### src/rtl/tw_pkg.sv
// Shared types for the three-wire serial EEPROM host controller.
// Assumes: request op codes are fixed by the request port contract.
package tw_pkg;

    typedef enum logic [1:0] {
        OP_READ        = 2'd0,
        OP_ERASE       = 2'd1,
        OP_WRITE       = 2'd2,
        OP_ERASE_WRITE = 2'd3
    } tw_op_e;

    typedef enum logic [3:0] {
        S_IDLE,
        S_BIT_SET,
        S_BIT_HI,
        S_BIT_HOLD,
        S_LVL,
        S_CE_LO,
        S_RD_HI,
        S_RD_DLY,
        S_RD_LO,
        S_ST_HI,
        S_ST_HOLD,
        S_PROG,
        S_RAISE,
        S_RECOVER
    } tw_state_e;

endpackage

### src/rtl/tw_interval_timer.sv
// Down counter that times every phase of the line sequencer.
// Assumes: load_val is (phase length - 1); last is high in the final cycle of a phase.
module tw_interval_timer #(
    parameter int CNT_W = 8
) (
    input  logic             clk,
    input  logic             rst_n,
    input  logic             load,
    input  logic [CNT_W-1:0] load_val,
    output logic             last
);

    logic [CNT_W-1:0] cnt_q;

    // Reload on phase entry, otherwise count down to zero and stop.
    always_ff @(posedge clk) begin
        if (!rst_n) begin
            cnt_q <= '0;
        end else if (load) begin
            cnt_q <= load_val;
        end else if (cnt_q != '0) begin
            cnt_q <= cnt_q - 1'b1;
        end
    end

    assign last = (cnt_q == '0);

endmodule

### src/rtl/tw_serial_path.sv
// Frame shift register (least significant bit leaves first) with remaining-bit
// count, and receive register that assembles read bits least significant first.
// Assumes: shift is only pulsed while bits remain.
module tw_serial_path #(
    parameter int FRAME_W = 16,
    parameter int RX_W    = 8,
    parameter int LEN_W   = 5
) (
    input  logic               clk,
    input  logic               rst_n,
    input  logic               load,
    input  logic [FRAME_W-1:0] load_frame,
    input  logic [LEN_W-1:0]   load_len,
    input  logic               shift,
    input  logic               sample,
    input  logic               rx_bit,
    output logic               tx_bit,
    output logic               last_bit,
    output logic [RX_W-1:0]    rx_word
);

    logic [FRAME_W-1:0] tx_sr_q;
    logic [LEN_W-1:0]   rem_q;
    logic [RX_W-1:0]    rx_q;

    // Transmit: load a new frame or move the next bit to position zero.
    always_ff @(posedge clk) begin
        if (!rst_n) begin
            tx_sr_q <= '0;
            rem_q   <= '0;
        end else if (load) begin
            tx_sr_q <= load_frame;
            rem_q   <= load_len;
        end else if (shift) begin
            tx_sr_q <= tx_sr_q >> 1;
            rem_q   <= rem_q - 1'b1;
        end
    end

    // Receive: each sampled bit enters at the top, so the first ends at bit 0.
    always_ff @(posedge clk) begin
        if (!rst_n) begin
            rx_q <= '0;
        end else if (sample) begin
            rx_q <= {rx_bit, rx_q[RX_W-1:1]};
        end
    end

    assign tx_bit   = tx_sr_q[0];
    assign last_bit = (rem_q == LEN_W'(1));
    assign rx_word  = rx_q;

    // a bit is never shifted past the end of the loaded frame.
    p_shift_with_bits_r2: assert property (@(posedge clk) disable iff (!rst_n)
        shift |-> (rem_q != '0));

    // a requested frame length never exceeds the register.
    p_len_fits_r3: assert property (@(posedge clk) disable iff (!rst_n)
        load |-> (load_len <= LEN_W'(FRAME_W)));

endmodule

### src/rtl/tw_eeprom_host.sv
// Host master for a 128x8 three-wire serial EEPROM. Serialises a request into
// a frame while chip enable is high, then lowers chip enable and either clocks
// a word out (read) or gives the level-coded start pulse and waits out
// programming (erase/write). Erase-then-write reuses the latched frame.
// Assumes: every T_* parameter is at least 1 and T_LOW exceeds T_DD.
module tw_eeprom_host
    import tw_pkg::*;
#(
    parameter int ADDR_W = 7,
    parameter int DATA_W = 8,
    parameter int T_HIGH = 313,
    parameter int T_LOW  = 625,
    parameter int T_CE   = 625,
    parameter int T_HOLD = 313,
    parameter int T_DD   = 313,
    parameter int T_PROG = 1250000
) (
    input  logic              clk,
    input  logic              rst_n,
    input  logic              req_valid,
    input  logic [1:0]        req_op,
    input  logic [ADDR_W-1:0] req_addr,
    input  logic [DATA_W-1:0] req_wdata,
    output logic              req_ready,
    output logic              done,
    output logic [DATA_W-1:0] rd_data,
    output logic              mem_ce,
    output logic              mem_clk,
    output logic              mem_d_out,
    output logic              mem_d_oe,
    input  logic              mem_d_in
);

    localparam int FRAME_W = DATA_W + ADDR_W + 1;
    localparam int SHORT_W = ADDR_W + 1;
    localparam int LEN_W   = $clog2(FRAME_W + 1);
    localparam int RD_W    = $clog2(DATA_W + 1);
    localparam int T_M1    = (T_HIGH > T_LOW) ? T_HIGH : T_LOW;
    localparam int T_M2    = (T_CE > T_HOLD) ? T_CE : T_HOLD;
    localparam int T_M3    = (T_DD > T_PROG) ? T_DD : T_PROG;
    localparam int T_M12   = (T_M1 > T_M2) ? T_M1 : T_M2;
    localparam int T_MAX   = (T_M12 > T_M3) ? T_M12 : T_M3;
    localparam int CNT_W   = $clog2(T_MAX + 1);

    tw_state_e         state_q, state_d;
    tw_op_e            op_q;
    logic              second_q;
    logic [RD_W-1:0]   rd_cnt_q;

    logic              tmr_load, tmr_last;
    logic [CNT_W-1:0]  tmr_val;
    logic              path_load, path_shift, path_sample;
    logic              path_tx, path_last;
    logic [FRAME_W-1:0] frame_d;
    logic [LEN_W-1:0]  len_d;

    logic is_read, lvl, mid_ew;
    assign is_read = (op_q == OP_READ);
    assign mid_ew  = (op_q == OP_ERASE_WRITE) && !second_q;
    assign lvl     = (op_q == OP_ERASE) || mid_ew;

    // Build the frame for the incoming request: short frames carry no data.
    always_comb begin
        if (tw_op_e'(req_op) == OP_READ || tw_op_e'(req_op) == OP_ERASE) begin
            frame_d = {{DATA_W{1'b0}}, (tw_op_e'(req_op) == OP_ERASE), req_addr};
            len_d   = LEN_W'(SHORT_W);
        end else begin
            frame_d = {1'b1, req_addr, req_wdata};
            len_d   = LEN_W'(FRAME_W);
        end
    end

    // Sequencer next state and the strobes to the serial path.
    always_comb begin
        state_d     = state_q;
        path_load   = 1'b0;
        path_shift  = 1'b0;
        path_sample = 1'b0;
        case (state_q)
            S_IDLE:     if (req_valid) begin
                            state_d   = S_BIT_SET;
                            path_load = 1'b1;
                        end
            S_BIT_SET:  if (tmr_last) state_d = S_BIT_HI;
            S_BIT_HI:   if (tmr_last) state_d = S_BIT_HOLD;
            S_BIT_HOLD: if (tmr_last) begin
                            path_shift = 1'b1;
                            state_d    = path_last ? S_LVL : S_BIT_SET;
                        end
            S_LVL:      if (tmr_last) state_d = S_CE_LO;
            S_CE_LO:    if (tmr_last) state_d = is_read ? S_RD_HI : S_ST_HI;
            S_RD_HI:    if (tmr_last) state_d = S_RD_DLY;
            S_RD_DLY:   if (tmr_last) begin
                            path_sample = 1'b1;
                            state_d     = S_RD_LO;
                        end
            S_RD_LO:    if (tmr_last)
                            state_d = (rd_cnt_q == RD_W'(DATA_W)) ? S_RAISE : S_RD_HI;
            S_ST_HI:    if (tmr_last) state_d = S_ST_HOLD;
            S_ST_HOLD:  if (tmr_last) state_d = S_PROG;
            S_PROG:     if (tmr_last) state_d = S_RAISE;
            S_RAISE:    state_d = mid_ew ? S_LVL : S_RECOVER;
            S_RECOVER:  if (tmr_last) state_d = S_IDLE;
            default:    state_d = S_IDLE;
        endcase
    end

    // Phase length loaded into the timer on entry to each state.
    always_comb begin
        tmr_load = (state_d != state_q);
        case (state_d)
            S_BIT_SET, S_RD_LO:               tmr_val = CNT_W'(T_LOW - 1);
            S_BIT_HI, S_RD_HI, S_ST_HI:       tmr_val = CNT_W'(T_HIGH - 1);
            S_BIT_HOLD, S_ST_HOLD:            tmr_val = CNT_W'(T_HOLD - 1);
            S_LVL, S_CE_LO, S_RECOVER:        tmr_val = CNT_W'(T_CE - 1);
            S_RD_DLY:                         tmr_val = CNT_W'(T_DD - 1);
            S_PROG:                           tmr_val = CNT_W'(T_PROG - 1);
            default:                          tmr_val = '0;
        endcase
    end

    // Sequencer registers: state, latched op, erase-then-write phase, read bit count.
    always_ff @(posedge clk) begin
        if (!rst_n) begin
            state_q  <= S_IDLE;
            op_q     <= OP_READ;
            second_q <= 1'b0;
            rd_cnt_q <= '0;
        end else begin
            state_q <= state_d;
            if (path_load) begin
                op_q     <= tw_op_e'(req_op);
                second_q <= 1'b0;
                rd_cnt_q <= '0;
            end else begin
                if (state_q == S_RAISE && mid_ew) second_q <= 1'b1;
                if (path_sample) rd_cnt_q <= rd_cnt_q + 1'b1;
            end
        end
    end

    // Line levels decoded from the current phase.
    always_comb begin
        mem_ce    = 1'b1;
        mem_clk   = 1'b0;
        mem_d_out = lvl;
        mem_d_oe  = 1'b0;
        case (state_q)
            S_BIT_SET, S_BIT_HOLD: begin mem_d_out = path_tx; mem_d_oe = 1'b1; end
            S_BIT_HI:  begin mem_d_out = path_tx; mem_d_oe = 1'b1; mem_clk = 1'b1; end
            S_LVL:     mem_d_oe = !is_read;
            S_CE_LO:   begin mem_ce = 1'b0; mem_d_oe = !is_read; end
            S_RD_HI:   begin mem_ce = 1'b0; mem_clk = 1'b1; end
            S_RD_DLY, S_RD_LO, S_PROG: mem_ce = 1'b0;
            S_ST_HI:   begin mem_ce = 1'b0; mem_clk = 1'b1; mem_d_oe = 1'b1; end
            S_ST_HOLD: begin mem_ce = 1'b0; mem_d_oe = 1'b1; end
            default:   ;
        endcase
    end

    assign req_ready = (state_q == S_IDLE);
    assign done      = (state_q == S_RAISE) && !mid_ew;

    tw_interval_timer #(.CNT_W(CNT_W)) u_timer (
        .clk      (clk),
        .rst_n    (rst_n),
        .load     (tmr_load),
        .load_val (tmr_val),
        .last     (tmr_last)
    );

    tw_serial_path #(.FRAME_W(FRAME_W), .RX_W(DATA_W), .LEN_W(LEN_W)) u_path (
        .clk        (clk),
        .rst_n      (rst_n),
        .load       (path_load),
        .load_frame (frame_d),
        .load_len   (len_d),
        .shift      (path_shift),
        .sample     (path_sample),
        .rx_bit     (mem_d_in),
        .tx_bit     (path_tx),
        .last_bit   (path_last),
        .rx_word    (rd_data)
    );

    // the end strobe lasts one cycle.
    p_done_pulse_r11: assert property (@(posedge clk) disable iff (!rst_n)
        done |=> !done);

    // the end strobe coincides with the rise of chip enable.
    p_done_at_ce_rise_r11: assert property (@(posedge clk) disable iff (!rst_n)
        done |-> (mem_ce && !$past(mem_ce)));

    // the line is released while a read holds chip enable low.
    p_read_released_r9: assert property (@(posedge clk) disable iff (!rst_n)
        (!mem_ce && op_q == OP_READ) |-> !mem_d_oe);

    // a driven level under low chip enable does not change.
    p_level_hold_r4: assert property (@(posedge clk) disable iff (!rst_n)
        (!mem_ce && mem_d_oe && $past(!mem_ce && mem_d_oe)) |-> $stable(mem_d_out));

    // chip enable and the clock never switch in the same cycle.
    p_ce_clk_apart_r8: assert property (@(posedge clk) disable iff (!rst_n)
        !$stable(mem_ce) |-> $stable(mem_clk));

    // while ready the memory sees an idle bus.
    p_ready_idle_bus_r10: assert property (@(posedge clk) disable iff (!rst_n)
        req_ready |-> (mem_ce && !mem_clk && !mem_d_oe));

endmodule

### config.mk
export PLATFORM = sky130hd
export DESIGN_NAME = tw_eeprom_host
export DESIGN_NICKNAME = d
export VERILOG_FILES = /design/src/rtl/tw_pkg.sv /design/src/rtl/tw_interval_timer.sv /design/src/rtl/tw_serial_path.sv /design/src/rtl/tw_eeprom_host.sv
export SDC_FILE = /design/constraint.sdc
export NUM_CORES = 1
export LEC_CHECK = 0
export BUFFER_PORTS_ARGS = -buffer_cell sky130_fd_sc_hd__buf_4
export CAP_MARGIN = 20
export CORE_MARGIN = 3
export CORE_UTILIZATION = 50
export CTS_CLUSTER_DIAMETER = 30
export DETAILED_ROUTE_END_ITERATION = 10
export GPL_TIMING_DRIVEN = 0
export PLACE_DENSITY = 0.72
export SLEW_MARGIN = 10
export SYNTH_ARGS = -nofsm -noshare
export SYNTH_HDL_FRONTEND = slang
export SYNTH_SLANG_ARGS = --single-unit
### constraint.sdc
create_clock -name clk -period 2.9 [get_ports clk]
set_input_delay 0.58 -clock clk [delete_from_list [all_inputs] [get_ports clk]]
set_output_delay 0.58 -clock clk [all_outputs]
set_load 0.1 [all_outputs]
== Yosys cells after proc, flatten, opt, wreduce, memory -nomap -nowiden ==
Memories as Yosys holds them, arrays and structs flattened.
Cells that the tools add are included.
Storage, ports and cells
  memories: 1
  flip-flop bits (word level): 61
  bits of input ports: 21
  output and inout port bits: 14
  bits in read-only memories: 224
Cells by class
  mux-type cells: 35
  $add $sub $neg: 3
  bitwise logic cells: 1
  reduce and logical (&&, ||, !) cells: 21
  eq/ne operators: 19
Memory list
  (name not given): words 16, bits a word 14, read ports 1, clocked after memory_dff 0, wr ports 0, line tw_eeprom_host.sv:111  | case (state_d)
Operators by type and width (count)
  2-to-1 mux 4 bit: 16
  one-hot mux 4 bit (14 select lines): 1
  2-to-1 mux 16 bit: 3
  2-to-1 mux 21 bit: 2
  equality test 4 bit (second input constant): 7
  logical NOT 21 bit: 1
  nonzero test 21 bit: 1
  subtractor 21 x 1 -> 21 bit (second input constant): 1
  equality test 4 x 3 -> 1 bit (second input constant): 4
  2-to-1 mux 5 bit: 3
  equality test 4 x 2 -> 1 bit (second input constant): 2
  2-to-1 mux 1 bit: 8
  OR reduction 7 bit: 1
  OR reduction 3 bit: 2
  equality test 5 x 1 -> 1 bit (second input constant): 1
  OR reduction 5 bit: 1
  subtractor 5 x 1 -> 5 bit (second input constant): 1
  adder 4 x 1 -> 4 bit (second input constant): 1
  equality test 2 x 1 -> 1 bit (second input constant): 2
  equality test 4 x 1 -> 1 bit (second input constant): 1
  logical NOT 2 bit: 2
  logical NOT 4 bit: 1
  inequality test 4 bit: 1
  nonzero test 2 bit: 2
  other kinds (8): 14

== Logic depth before layout (Yosys ltp) ==
  word-level depth: 6
  depth in mapped cells: 14

== Hierarchy ==
From an unflattened synthesis, not the netlist that was laid out.
Second synthesis, totals
  cells, all modules: 441
  area, all modules: 3737.3 um2
By module, submodules not included
  tw_serial_path: area an instance 1338.8 um2, cells each 144, instances 1
  tw_eeprom_host: area an instance 1231.2 um2, cells each 157, instances 1
  tw_interval_timer: area an instance 1167.4 um2, cells each 140, instances 1

== Worst setup path before layout ==
OpenSTA, ideal clock, no wires.
  path type: register to register
  from: register state_q[0]
  to: register u_path.tx_sr_q[6]
  arrival: 4052 ps
  library setup time: 142 ps
  stages on the path, launching flop included: 8
  path slack: -1294 ps
  required time: 2758 ps
  path buffers: 2
  cells stage by stage: dfxtp_1 -> clkbuf_1 -> or2_2 -> nor3_1 -> nand2_1 -> clkbuf_1 -> a211oi_1 -> a311oi_1
Between the ends
  word-level cells in the longest chain between the ends: 3
  elaborated cells on any way between the ends: 6
RTL lines
  start, declared: line tw_eeprom_host.sv:45  | tw_state_e state_q, state_d;
  start signal, assigned: line tw_eeprom_host.sv:130  | state_q <= state_d;
  logical NOT 4 bit *
  net req_ready: line tw_eeprom_host.sv:24  | output logic req_ready,
  2-to-1 mux 1 bit *: line tw_eeprom_host.sv:79  | case (state_q)
  2-to-1 mux 16 bit / nonzero test 2 bit (equally long branches)
  end signal, assigned: line tw_serial_path.sv:32  | tx_sr_q <= load_frame;
  end signal, assigned: line tw_serial_path.sv:35  | tx_sr_q <= tx_sr_q >> 1;
  end, declared: line tw_serial_path.sv:22  | logic [FRAME_W-1:0] tx_sr_q;
The timed path passes the listed nets; every way through them passes the cells marked *.
A chain may end at the register's enable or synchronous reset.

== Worst setup path after layout ==
  from: register u_timer.cnt_q[0]
  to: register u_timer.cnt_q[5]
Between the ends
  word-level cells in the longest chain between the ends: 5
  elaborated cells on any way between the ends: 21
RTL lines
  start, declared: line tw_interval_timer.sv:13  | logic [CNT_W-1:0] cnt_q;
  start signal, assigned: line tw_interval_timer.sv:20  | cnt_q <= load_val;
  start signal, assigned: line tw_interval_timer.sv:22  | cnt_q <= cnt_q - 1'b1;
  logical NOT 21 bit *: line tw_interval_timer.sv:26  | assign last = (cnt_q == '0);
  2-to-1 mux 4 bit (tied with other cells): line tw_eeprom_host.sv:103  | S_RECOVER: if (tmr_last) state_d = S_IDLE;
  one-hot mux 4 bit (14 select lines) *: line tw_eeprom_host.sv:79
  net state_d[0]: line tw_eeprom_host.sv:45
  memory read (16 x 14 bit) / inequality test 4 bit (equally long branches)
  2-to-1 mux 21 bit / nonzero test 2 bit (equally long branches)
The timed path passes the listed nets; every way through them passes the cells marked *. The select of a mux whose other input is x is not followed.

==> flow_metrics.tcl <==
set metrics [dict create \
    place_ws_ps -405.9 \
    path_cells "inv_2 > ha_4 > or3b_4 > nor4_4 > buf_6 > a211oi_1 > a31oi_2 > buf_4 > mux2_2 > mux2_2 > o22ai_1" \
    cts_tree "done" \
    reg2reg_to "u_timer.cnt_q[5]$_SDFFE_PN0P_" \
    dr_total_vias 3331 \
    nets 519 \
    holdWs_ps 458.1 \
    stdcell_count 572 \
    num-fill-cells 529 \
    setup_ws_ps 28.22 \
    grt_pass1_wl_mm 14.61 \
    max_stage_delay_ps 400 \
    synth_area_per_cell_um2 8.003 \
    firstDrtPassIters 7 \
    grt_pass1_vias 3114 \
    final.setup.tns_ps 0 \
    startpoint "u_timer.cnt_q[0]$_SDFFE_PN0P_" \
    core_mm2 0.006459 \
    slowest_stage "or3b_4" \
    die_width_um 88.38 \
    crit_path_end "u_timer.cnt_q[5]$_SDFFE_PN0P_" \
    endpoint_kind "flop" \
    ios 35 \
    syn2layout_area_growth_pct 27.14 \
    cp_top_family "simple AND/OR/NAND/NOR gates" \
    rrSetupSlack_ps 30 \
    regToRegStartpoint "u_timer.cnt_q[0]$_SDFFE_PN0P_" \
    synth_cell_type_count 59 \
    wl_mm 9.187 \
    total_power_mw 4.495 \
    place_inst 535 \
    numCtsBuffers 9 \
    htreeDepth 3 \
    cts_hold_buf 0 \
    post-route-drc-count 0 \
    place_congestion 0.8465 \
    min_period_ps 2872 \
    vias_per_cell 5.823 \
    worstPathBufferInverterCount 3 \
    cts_buffer_depth 2 \
    antenna_found_initial 0 \
    clkLatencyLatePin_ps 350 \
    synth_area_mm2 0.003393 \
    cp_common_cell "mux2_2" \
    grt-ovfl-total 0 \
    yosysWarnings 0 \
    synth_nets 453 \
    worstPathMaxFanout 8 \
    crit_required_ps 3150 \
    die_h_um 88.38 \
    hold_violations 0 \
    clock.fmax_ghz 0.3482 \
    cp_data_arrival_time_ps 3120 \
    p_leak_nw 1.640 \
    wire_per_inst_um 16.06 \
    worstMarginPinSlew_ps 648.3 \
    multiInputGateArea_mm2 0.002143 \
    async_flop_share 0 \
    drv_slew 0 \
    diodes 0 \
    finalSetupViolCount 0 \
    yosysSeqAreaShare 0.3599 \
    fin_util 0.6680 \
    status "complete, no violations" \
    clock_skew_ps 10.08 \
    ys_ff_latch 61 \
    cts-root-buf "clkbuf_8" \
    regArea_mm2 0.001230 \
    vdd_ir_drop_max_mv 0.5934 \
    maxCapViolations 0 \
    slew_headroom 0.5658 \
    grt_max_degree 13 \
    worstSetupPathDepth 11 \
    drive_above_1_share 0.2485 \
    synth_edf_count 0 \
    rows 29 \
    port_buffers 34 \
    initial_core_util 0.5254 \
    crit_path_start_kind "flop" \
    fp.dieArea_mm2 0.007811 \
    antenna_left 0 \
    reg2reg_depth 11 \
    holdCritPathClass "reg2reg" \
    grt_use_total 0.2383 \
    fin_crit_sh 0.9903 \
    hpwlAfterDp_mm 6.073 \
    powerDensity_mw_per_mm2 1042 \
    finalInstanceArea_mm2 0.004314 \
    crit_type "reg2reg" \
    place_area_mm2 0.003797 \
    cts_sinks 61 \
    ys.flop_type "dfxtp_1" \
    drt-initial-drc-count 226 \
    syn_inst 424 \
    cts.reportedPaths.clkPinSlew_ps 80 \
]
registers in the layout (all words and copies together) (netlist names):
register / flops
u_path.tx_sr_q: 16
u_path.rx_word: 8
second_q: 1
op_q: 2
rd_cnt_q: 4
state_q: 4
u_path.rem_q: 5
u_timer.cnt_q: 21
cells by family after synthesis:
group,synth area share
buf+inv,0.05273
flops,0.3599
simple gates,0.2515
fa+ha+maj,0.02950
mux,0.01954
compound gates,0.2275
xor+xnor,0.05936
worst min path at each step:
stage	from	endpoint	slack, ps	depth (start not counted)
floorplan	u_path.tx_sr_q[15]$_SDFFE_PN0P_	u_path.tx_sr_q[15]$_SDFFE_PN0P_	450	2
global placement	u_path.rx_word[0]$_SDFFE_PN0P_	u_path.rx_word[0]$_SDFFE_PN0P_	450	2
detailed placement	u_path.rx_word[0]$_SDFFE_PN0P_	u_path.rx_word[0]$_SDFFE_PN0P_	450	2
CTS	u_path.rx_word[0]$_SDFFE_PN0P_	u_path.rx_word[0]$_SDFFE_PN0P_	460	2
global route	u_path.rx_word[0]$_SDFFE_PN0P_	u_path.rx_word[0]$_SDFFE_PN0P_	490	2
finish	u_path.rx_word[0]$_SDFFE_PN0P_	u_path.rx_word[0]$_SDFFE_PN0P_	460	2
cells in the mapped netlist (3+ instances only):
cell / instances / area share
nand3_1: 4 / 0.0059
mux2i_1: 3 / 0.0088
nor4_1: 5 / 0.0092
or3_1: 4 / 0.0074
o21ai_0: 14 / 0.021
dfxtp_1: 61 / 0.36
buf_2: 5 / 0.0074
a21oi_1: 37 / 0.055
o21a_1: 3 / 0.0066
xor2_1: 7 / 0.018
nand3b_1: 3 / 0.0066
ha_1: 8 / 0.029
o31a_1: 4 / 0.010
a311oi_1: 15 / 0.039
inv_1: 13 / 0.014
clkbuf_1: 24 / 0.027
or2_2: 3 / 0.0055
o31ai_1: 4 / 0.0088
nor2b_1: 14 / 0.026
xnor2_1: 16 / 0.041
a211oi_1: 15 / 0.033
nor2_1: 24 / 0.027
a31oi_1: 4 / 0.0074
and2_1: 3 / 0.0055
o22ai_1: 5 / 0.0092
nor3_1: 20 / 0.029
or4_1: 4 / 0.0088
nand2_1: 65 / 0.072
power by group:
part | leakage (nW) | switching [mW] | internal (mW)
logic | 1.03 | 1.44 | 1.02
clock network | 0.110 | 0.381 | 0.488
registers | 0.501 | 0.145 | 1.03
layout by cell type (no fill, tap or decap), types with 3 or more instances in the layout:
cell type and n:
or4_1 3, o22ai_1 4, inv_2 3, ha_1 6
o31ai_1 3, nand3b_1 3, xor2_1 7, or2_2 3
a31oi_1 3, clkbuf_2 3, nand2_1 65, nor2b_1 13
o21a_1 3, dfxtp_2 4, inv_1 10, and2_1 3
clkbuf_1 18, a311oi_1 15, or3_1 3, nand3_1 4
clkbuf_8 9, nor2_1 24, dfxtp_1 56, a21oi_1 36
o31a_1 4, o21ai_0 14, nor4_1 4, nor3_1 18
a211oi_1 14, buf_4 60, xnor2_1 16
layout make-up:
type,count,share of cell area
Sequential cell,61,0.2851
Timing Repair Buffer,57,0.1001
Clock inverter,7,0.02291
Buffer,29,0.03277
Tap cell,77,0.02233
Clock buffer,9,0.02871
Multi-Input combinational cell,319,0.4968
Inverter,13,0.01131
per-layer routing:
layer  up-vias  wire length (µm)  track usage  part of all wire
li1       1652                 -            -                 -
met2        89              4442       0.3800              0.48
met3        16               434      0.05680             0.047
met5         -                 0            0                 0
met4         0               133      0.08791             0.014
met1      1574              4176       0.3141              0.45
worst reg2reg max path, stage by stage (launching register included):
cell and delay (ps):
dfxtp_2 330, inv_2 70, ha_4 130, or3b_4 400, nor4_4 320, buf_6 180, a211oi_1 100, a31oi_2 270
buf_4 160, mux2_2 320, mux2_2 290, o22ai_1 190
what timing repair did:
item | CTS | global route
endpoints found under the setup margin | 45 | 44
resized for setup | 20 | 28
cloned | 0 | 0
pin swaps | 6 | 11
buffers inserted | 8 | 15
No activity file was read; power rests on OpenSTA's default activity.
